## src/rtl/crc_hash_pkg.sv

```systemverilog
package crc_hash_pkg;
  typedef enum logic {KEY_IDLE = 1'b0, KEY_BUSY = 1'b1} key_state_e;
  localparam int unsigned HASH_W_DEF = 20;
  localparam int unsigned WORD_W_DEF = 32;
  localparam logic [19:0] POLY_DEF   = 20'h00009; // x^20 + x^3 + 1, primitive
endpackage

```

## src/rtl/crc_next.sv

```systemverilog
module crc_next #(
  parameter int unsigned CRC_W  = 20,
  parameter int unsigned DATA_W = 32,
  parameter logic [CRC_W-1:0] POLY = 20'h00009,
  localparam int unsigned CNT_W = $clog2(DATA_W)
) (
  input  logic [CRC_W-1:0]  crc_i,
  input  logic [DATA_W-1:0] data_i,
  input  logic [CNT_W-1:0]  nbits_i,  // 0 = full word
  output logic [CRC_W-1:0]  crc_o
);
  logic [CNT_W:0]     nlen;
  logic [CRC_W-1:0]   st [0:DATA_W];

  assign nlen  = (nbits_i == '0) ? (CNT_W+1)'(DATA_W) : {1'b0, nbits_i};
  assign st[0] = crc_i;

  for (genvar g = 0; g < DATA_W; g++) begin : g_step
    logic             fb;
    logic [CRC_W-1:0] nx;
    assign fb        = st[g][CRC_W-1] ^ data_i[DATA_W-1-g];
    assign nx        = {st[g][CRC_W-2:0], 1'b0} ^ (fb ? POLY : '0);
    assign st[g+1]   = (nlen > (CNT_W+1)'(g)) ? nx : st[g];
  end

  assign crc_o = st[DATA_W];
endmodule

```

## src/rtl/crc_key_ctrl.sv

```systemverilog
module crc_key_ctrl
  import crc_hash_pkg::*;
(
  input  logic clk_i,
  input  logic rst_ni,
  input  logic accept_i,
  input  logic sok_i,
  input  logic eok_i,
  output logic use_o,   // word feeds the CRC
  output logic seed_o   // start from preset
);
  key_state_e state_q;

  assign use_o  = accept_i & (sok_i | (state_q == KEY_BUSY));
  assign seed_o = sok_i;

  always_ff @(posedge clk_i or negedge rst_ni) begin
    if (!rst_ni)    state_q <= KEY_IDLE;
    else if (use_o) state_q <= eok_i ? KEY_IDLE : KEY_BUSY;
  end

  // closing word frees the tracker for the next cycle
  assert_close_idle_R6: assert property (@(posedge clk_i) disable iff (!rst_ni)
    (accept_i && (sok_i || state_q == KEY_BUSY) && eok_i) |=> (state_q == KEY_IDLE));
  // any start marker leaves an open key unless closed
  assert_open_busy_R7: assert property (@(posedge clk_i) disable iff (!rst_ni)
    (accept_i && sok_i && !eok_i) |=> (state_q == KEY_BUSY));
endmodule

```

## src/rtl/crc_key_hasher.sv

```systemverilog
module crc_key_hasher
  import crc_hash_pkg::*;
#(
  parameter int unsigned HASH_W = HASH_W_DEF,
  parameter int unsigned WORD_W = WORD_W_DEF,
  parameter logic [HASH_W-1:0] POLY = POLY_DEF,
  localparam int unsigned CNT_W = $clog2(WORD_W)
) (
  input  logic              clk_i,
  input  logic              rst_ni,
  input  logic              word_valid_i,
  output logic              word_ready_o,
  input  logic [WORD_W-1:0] word_data_i,
  input  logic              word_sok_i,
  input  logic              word_eok_i,
  input  logic [CNT_W-1:0]  word_nbits_i,
  output logic              hash_valid_o,
  output logic [HASH_W-1:0] hash_o
);
  logic              ready_q, accept, use_w, seed_w;
  logic [HASH_W-1:0] crc_q, crc_base, crc_nxt, hash_q;
  logic [CNT_W-1:0]  nbits_eff;
  logic              hvld_q;

  assign accept    = word_valid_i & ready_q;
  assign crc_base  = seed_w ? '1 : crc_q;
  assign nbits_eff = word_eok_i ? word_nbits_i : '0;

  crc_key_ctrl u_ctrl (
    .clk_i    (clk_i),
    .rst_ni   (rst_ni),
    .accept_i (accept),
    .sok_i    (word_sok_i),
    .eok_i    (word_eok_i),
    .use_o    (use_w),
    .seed_o   (seed_w)
  );

  crc_next #(.CRC_W(HASH_W), .DATA_W(WORD_W), .POLY(POLY)) u_next (
    .crc_i   (crc_base),
    .data_i  (word_data_i),
    .nbits_i (nbits_eff),
    .crc_o   (crc_nxt)
  );

  always_ff @(posedge clk_i or negedge rst_ni) begin
    if (!rst_ni) begin
      ready_q <= 1'b0;
      crc_q   <= '1;
      hash_q  <= '0;
      hvld_q  <= 1'b0;
    end else begin
      ready_q <= 1'b1;
      hvld_q  <= use_w & word_eok_i;
      if (use_w) crc_q <= crc_nxt;
      if (use_w && word_eok_i) hash_q <= crc_nxt;
    end
  end

  assign word_ready_o = ready_q;
  assign hash_valid_o = hvld_q;
  assign hash_o       = hash_q;

  // a result only follows a closing word
  assert_strobe_src_R5: assert property (@(posedge clk_i) disable iff (!rst_ni)
    hash_valid_o |-> $past(word_valid_i && word_eok_i));
  // hash holds between results
  assert_hash_hold_R5: assert property (@(posedge clk_i) disable iff (!rst_ni)
    !hash_valid_o |-> $stable(hash_o));
  // ignored words leave the accumulator untouched
  assert_ignored_word_R8: assert property (@(posedge clk_i) disable iff (!rst_ni)
    (accept && !use_w) |=> $stable(crc_q));
  // once up, ready never drops
  assert_ready_hold_R4: assert property (@(posedge clk_i) disable iff (!rst_ni)
    $past(word_ready_o) |-> word_ready_o);
endmodule

```

## config.mk

```make
export PLATFORM = sky130hd
export DESIGN_NAME = crc_key_hasher
export DESIGN_NICKNAME = d
export VERILOG_FILES = /design/src/rtl/crc_hash_pkg.sv /design/src/rtl/crc_next.sv /design/src/rtl/crc_key_ctrl.sv /design/src/rtl/crc_key_hasher.sv
export SDC_FILE = /design/constraint.sdc
export NUM_CORES = 1
export LEC_CHECK = 0
export BUFFER_PORTS_ARGS = -buffer_cell sky130_fd_sc_hd__buf_2
export CORE_ASPECT_RATIO = 0.7
export CORE_MARGIN = 2
export CORE_UTILIZATION = 55
export DETAILED_ROUTE_END_ITERATION = 10
export PLACE_DENSITY = 0.84
export SLEW_MARGIN = 20
export SYNTH_ARGS = -nofsm -noshare
export SYNTH_HDL_FRONTEND = slang
export SYNTH_SLANG_ARGS = --single-unit
```

## constraint.sdc

```tcl
create_clock -name clk_i -period 5.6 [get_ports clk_i]
set_input_delay 1.4 -clock clk_i [delete_from_list [all_inputs] [get_ports clk_i]]
set_output_delay 1.4 -clock clk_i [all_outputs]
set_load 0.02 [all_outputs]
```

==> results of run 1 <==
-- synthesized netlist by cell type, types with 25 or more instances --
cell	number
sky130_fd_sc_hd__a211oi_1	40
sky130_fd_sc_hd__clkbuf_1	91
sky130_fd_sc_hd__nor2_1	182
sky130_fd_sc_hd__nor3_1	47
sky130_fd_sc_hd__nand3_1	60
sky130_fd_sc_hd__xnor2_1	37
sky130_fd_sc_hd__a21oi_1	147
sky130_fd_sc_hd__nand2_1	187
sky130_fd_sc_hd__a31oi_1	33
sky130_fd_sc_hd__o21ai_0	141
sky130_fd_sc_hd__o31ai_1	30
sky130_fd_sc_hd__and2_1	25
sky130_fd_sc_hd__o211ai_1	34
-- metal layers --
| metal | GRT overflow | track usage, % |
|---|---|---|
| met2 | 133 | 99.16 |
| met4 | 85 | 89.38 |
| met1 | 9 | 83.47 |
| met5 | 2 | 54.86 |
| met3 | 15 | 77.43 |
-- timing repair --
action / CTS
setup buffers: 60
gates cloned: 0
resized for setup: 266
endpoints found under the setup margin: 40
hold endpoints to repair: 0
pin swaps: 102
-- kinds of logic after synthesis --
| group | count (synthesis) | share of synthesized area (%) |
|---|---|---|
| xor gates and xnor gates | 59 | 5.081 |
| other | 1 | 0.03347 |
| AOI/OAI and AO/OA | 748 | 47.01 |
| DFF | 43 | 9.827 |
| and+or+nand+nor | 680 | 29.98 |
| muxes | 24 | 2.233 |
| buffers and inverters | 144 | 5.829 |
-- stage by stage --
| step | setup slack, ps | hold slack (ps) |
|---|---|---|
| floorplan | -693.2 | 465.3 |
| global placement | -1572 | 462.7 |
| detailed placement | -1826 | 468.7 |
| CTS | -1061 | 493.2 |
==> qor_table.md, run 1 <==
| Result | Value |
| --- | --- |
| Via count of the first global-routing pass | 24289 |
| Post-synth design cell area | 11200 um2 |
| Share of synthesized registers carrying an async set or reset | 100.0% |
| DIE WIDTH | 174.6 um |
| Number of H-tree levels | 2 |
| Library cell used as clock root buffer | sky130_fd_sc_hd__clkbuf_16 |
| Mean instance size in the synthesized netlist | 6.595 um2 |
| Stop stage | global routing (5_1_grt) |
| Number of buffers on the longest clock path | 2 |
| Number of distinct library cells after synthesis | 115 |
| Area post-placement | 15990 um2 |
| Portion of the post-synthesis area used by sequential elements | 9.827% |
| GR Util All Layers | 86.32% |
| Remaining global-route overflow | 244 |
| Synthesized netlist net count | 1741 |
| Starting density of the core | 56.29% |
| Final Wtd Congestion | 1.351 |
| Pin count of the biggest net entering global routing | 44 |
| Port bufs | 63 |
| Area fraction of the dominant cell type after synthesis | 6.566% |
| Top area cells in the synthesized netlist | sky130_fd_sc_hd__a21oi_1 6.6%, sky130_fd_sc_hd__o21ai_0 6.3%, sky130_fd_sc_hd__nand2_1 6.3% |
| Standard-cell row count | 43 |
| Total of flip-flops plus latches after synthesis | 43 |
| Synth warn | 0 |
| EDFF count, synth | 0 |
| Clock sink count | 43 |
| Global-route wire length before repair | 145.1 mm |
| Largest area contributor in the netlist | sky130_fd_sc_hd__a21oi_1 |
| Tool error message | [ERROR GRT-0116] Global routing finished with congestion. Check the congestion regions in the DRC Viewer. |
| HPWL after DPL | 50.41 mm |
| Number of buffers inserted during clock tree synthesis | 5 |
| Cell count after synthesis | 1699 |
| I/O Pins | 64 |
| Status | stopped before the end |
| CTS Hold Buffers Added | 0 |
| # placed instances | 2460 |
| Leading register cell type out of synthesis | sky130_fd_sc_hd__dfrtp_1 |
| Die Y | 123.4 um |
==> inputs of run 2 (changes only) <==
CORE_ASPECT_RATIO = not set   (was 0.7)
CORE_UTILIZATION = 40   (was 55)
PLACE_DENSITY = not set   (was 0.84)
PLACE_DENSITY_LB_ADDON = 0.15   (was not set)
clock period = 7.3 ns   (was 5.6 ns; I/O delays follow)
==> qor_table.md, run 2 <==
| Result | Value |
| --- | --- |
| Required time of the critical path | 7500 ps |
| Endpoints failing hold | 0 |
| Dominant combinational cell family by area after synthesis | compound AO/OA/AOI/OAI gates |
| Post-placement setup slack | -696.8 ps |
| Area of the multi-input gates | 10910 um2 |
| Final Skew | 3.839 ps |
| Share of final-layout standard cells stronger than drive strength 1 | 43.07% |
| Final Max Tran Viols | 0 |
| Min-Delay Path Depth | 2 |
| Post-detailed-routing wire length | 64.11 mm |
| Proportion of synthesized area in mux cells | 2.233% |
| Worst slew pin tran | 1074 ps |
| DIE WIDTH | 171.4 um |
| Final core occ | 63.52% |
| Number of DRC violations after detailed-routing iteration 0 | 2441 |
| Number of antenna cells inserted | 0 |
| Port bufs | 63 |
| Die Y | 171.4 um |
| Buf/Inv on CP | 6 |
| Antenna Nets Post-Route | 0 |
| Library cell used as clock root buffer | sky130_fd_sc_hd__clkbuf_16 |
| Via count of the first global-routing pass | 16181 |
| Number of H-tree levels | 2 |
| Largest incremental delay on the critical path | 620 ps |
| Hold WS | 483.9 ps |
| Standard-cell row count | 61 |
| Global-route wire length before repair | 94.27 mm |
| Top cells by instance count after synthesis | 187 x sky130_fd_sc_hd__nand2_1, 182 x sky130_fd_sc_hd__nor2_1, 147 x sky130_fd_sc_hd__a21oi_1, 141 x sky130_fd_sc_hd__o21ai_0, 91 x sky130_fd_sc_hd__clkbuf_1 |
| TritonCTS clock tree | yes |
| Most common cell after layout, fill and taps aside | sky130_fd_sc_hd__buf_4 |
| Total setup violations reported at the end of the flow | 3 |
| Most common cell in the synthesized netlist | sky130_fd_sc_hd__nand2_1 |
| Post-synth design cell area | 11200 um2 |
| Number of filler cells placed in the layout | 2610 |
| Startpoint class of the critical path | primary input |
| Type of the worst setup path | primary input to register |
| CTS Hold Buffers Added | 0 |
| Complex-gate fraction of the synthesized area | 47.01% |
| Post-layout minimum cycle time | 7327 ps |
| Areal power density over the cells | 207.7 nW/um2 |
| Cell leakage power | 7.263 nW |
| Hold path start | hash_o[19]$_DFFE_PN0P_ |
| Worst setup path start | word_nbits_i[2] |
| Mean instance size in the synthesized netlist | 6.595 um2 |
| Remaining global-route overflow | 0 |
| Adder-cell area share of the yosys netlist | 0% |
| Top area cells in the synthesized netlist | sky130_fd_sc_hd__a21oi_1 6.6%, sky130_fd_sc_hd__o21ai_0 6.3%, sky130_fd_sc_hd__nand2_1 6.3% |
| DR DRC count | 0 |
| Largest area contributor in the netlist | sky130_fd_sc_hd__a21oi_1 |
| Final routed wire length divided by cell count | 24.66 um |
| Unrepaired setup endpoints after global routing | yes |
| Number of buffers on the longest clock path | 2 |
| Pin count of the biggest net entering global routing | 44 |
| Slew HR | 27.89% |
| Achievable clock frequency | 0.1365 GHz |
| I/O Pins | 64 |
| Synthesized netlist net count | 1741 |
| Number of maximum-capacitance constraint violations | 0 |
| Most Frequent Cell on Critical Path | sky130_fd_sc_hd__buf_4 |
| Number of cells on the critical path | 26 |
| Dominant delay contributor by cell family on the critical path | compound AO/OA/AOI/OAI gates |
| Number of buffers inserted during clock tree synthesis | 5 |
| Simple-gate share of the synthesized area | 29.98% |
| Number of antenna violations at the first check in global routing | 0 |
| Core Box Area | 27710 um2 |
| Number of distinct library cells after synthesis | 115 |
| Status | complete, but fails checks |
| Final worst-path cycle share | 100.4% |
| CP Capture Type | register |
| Layout net count | 2263 |
| Final Wtd Congestion | 1.080 |
| HPWL after DPL | 49.80 mm |
| Via count | 17377 |
| Synthesized-area fraction occupied by xor and xnor cells | 5.081% |
| Share of synthesized registers carrying an async set or reset | 100.0% |
| Non-filler cells, final | 2600 |
| Logic depth of the worst register-to-register path | 25 |
| Worst voltage drop across the vdd grid | 0.2164 mV |
| EDFF count, synth | 0 |
| Leading register cell type out of synthesis | sky130_fd_sc_hd__dfrtp_1 |
| First-pass detailed-route iteration total | 6 |
| Worst Hold Class | register to register |
| Crit path setup slack, layout | -27.26 ps |
| Area fraction of the dominant cell type after synthesis | 6.566% |
| Violated checks | negative setup slack |
| Highest fanout seen on the critical path | 7 |
| Cell count after synthesis | 1699 |
| Endpoint arrival time on the critical path | 7520 ps |
| CP max-delay cell | sky130_fd_sc_hd__or4b_4 |
| Total of flip-flops plus latches after synthesis | 43 |
| Synth warn | 0 |
| Via density | 6.683 |
| Clock network latency to the later pin of the worst-skew pair | 280 ps |
| GR Util All Layers | 41.36% |
| Launching point of the worst reg2reg path | crc_q[17]$_DFFE_PN1P_ |
| Die Footprint | 29370 um2 |
| Commonest non-fill, non-tap cells in the layout | 562 x sky130_fd_sc_hd__buf_4, 184 x sky130_fd_sc_hd__nand2_1, 165 x sky130_fd_sc_hd__nor2_1 |
| # placed instances | 2557 |
| Footprint of the flip-flops and latches | 1101 um2 |
| Clock slew seen by the registers of the worst setup and hold paths | 60 ps |
| Portion of the post-synthesis area used by sequential elements | 9.827% |
| Starting density of the core | 40.44% |
| Clock sink count | 43 |
| Area growth from synthesis to layout | 57.07% |
-- run 2: cell counts after synthesis --
Identical to the previous run, type by type.
-- run 2: stage by stage --
stage | TNS, ps | instance area (um2) | power (mW)
2_1_floorplan | 0 | 11200 | 1.700
3_3_place_gp | -19480 | 15680 | 2.961
3_5_place_dp | -21470 | 15680 | 2.974
4_1_cts | -11.02 | 16280 | 3.297
5_1_grt | -3170 | 17600 | 3.823
6_report | -52.37 | 17600 | 3.655
-- run 2: kinds of logic (layout without fill, tap and decap cells) --
group	Yosys count	count (layout)
compound gates	748	748
simple gates	680	680
buf+inv	144	667
xor+xnor	59	59
flops	43	43
mux	24	24
other cells	1	1
-- run 2: per-layer routing --
| layer | global-route usage, % | share of wire [%] | vias to the layer above |
|---|---|---|---|
| met3 | 7.731 | 10 | 266 |
| met2 | 66.76 | 45 | 1197 |
| met5 | 0 | 0 | - |
| li1 | - | - | 7644 |
| met4 | 16.80 | 5.3 | 0 |
| met1 | 54.22 | 40 | 8270 |
-- run 2: cell type report --
type / count / area share, %
Tap cell: 378 / 2.687
Inverter: 11 / 0.2346
Multi-Input combinational cell: 1512 / 61.99
Timing Repair Buffer: 648 / 28.06
Sequential cell: 43 / 6.256
Clock buffer: 8 / 0.7749
-- run 2: repair_timing --
item	in CTS	in global routing
endpoints found under the hold margin	0	0
buffers inserted	6	27
setup endpoints to repair	40	40
cloned	0	2
pin swaps	22	74
resized for setup	84	217
-- run 2: final timing paths --
path	endpoint	slack (ps)
max in group asynchronous	hash_o[15]$_DFFE_PN0P_	5060
setup / recovery	hash_o[8]$_DFFE_PN0P_	-30
hold / removal	hash_o[19]$_DFFE_PN0P_	480
setup reg to reg	hash_o[4]$_DFFE_PN0P_	1310
hold reg to reg	hash_o[19]$_DFFE_PN0P_	480
min in group asynchronous	hash_o[6]$_DFFE_PN0P_	1680
-- run 2: worst reg2reg max path, cell delays in order (launching register included) --
cell                        delay, ps
sky130_fd_sc_hd__dfstp_2          700
sky130_fd_sc_hd__mux2i_1          160
sky130_fd_sc_hd__a22o_1           270
sky130_fd_sc_hd__a22o_2           270
sky130_fd_sc_hd__or3_4            420
sky130_fd_sc_hd__and2_1           190
sky130_fd_sc_hd__buf_4            130
sky130_fd_sc_hd__a32o_1           260
sky130_fd_sc_hd__buf_4            160
sky130_fd_sc_hd__or4_4            450
sky130_fd_sc_hd__a21oi_4          180
sky130_fd_sc_hd__or2_4            150
sky130_fd_sc_hd__o2111ai_1        120
sky130_fd_sc_hd__o221ai_1         210
sky130_fd_sc_hd__buf_4            170
sky130_fd_sc_hd__or3b_2           450
sky130_fd_sc_hd__a32oi_2          180
sky130_fd_sc_hd__buf_4            160
sky130_fd_sc_hd__xnor2_2          110
sky130_fd_sc_hd__a221oi_2         220
sky130_fd_sc_hd__buf_4            180
sky130_fd_sc_hd__a21oi_1           40
sky130_fd_sc_hd__nand2_1          110
sky130_fd_sc_hd__nand4_4          130
sky130_fd_sc_hd__a22o_1           220
sky130_fd_sc_hd__a211o_1          230
-- run 2: power breakdown --
group,leakage (nW),switching [mW],internal (mW),total [mW]
logic,6.71,1.63,1.35,2.97
registers,0.489,0.128,0.343,0.471
clock network,0.0652,0.0831,0.127,0.210
No activity file was read; power rests on OpenSTA's default activity.
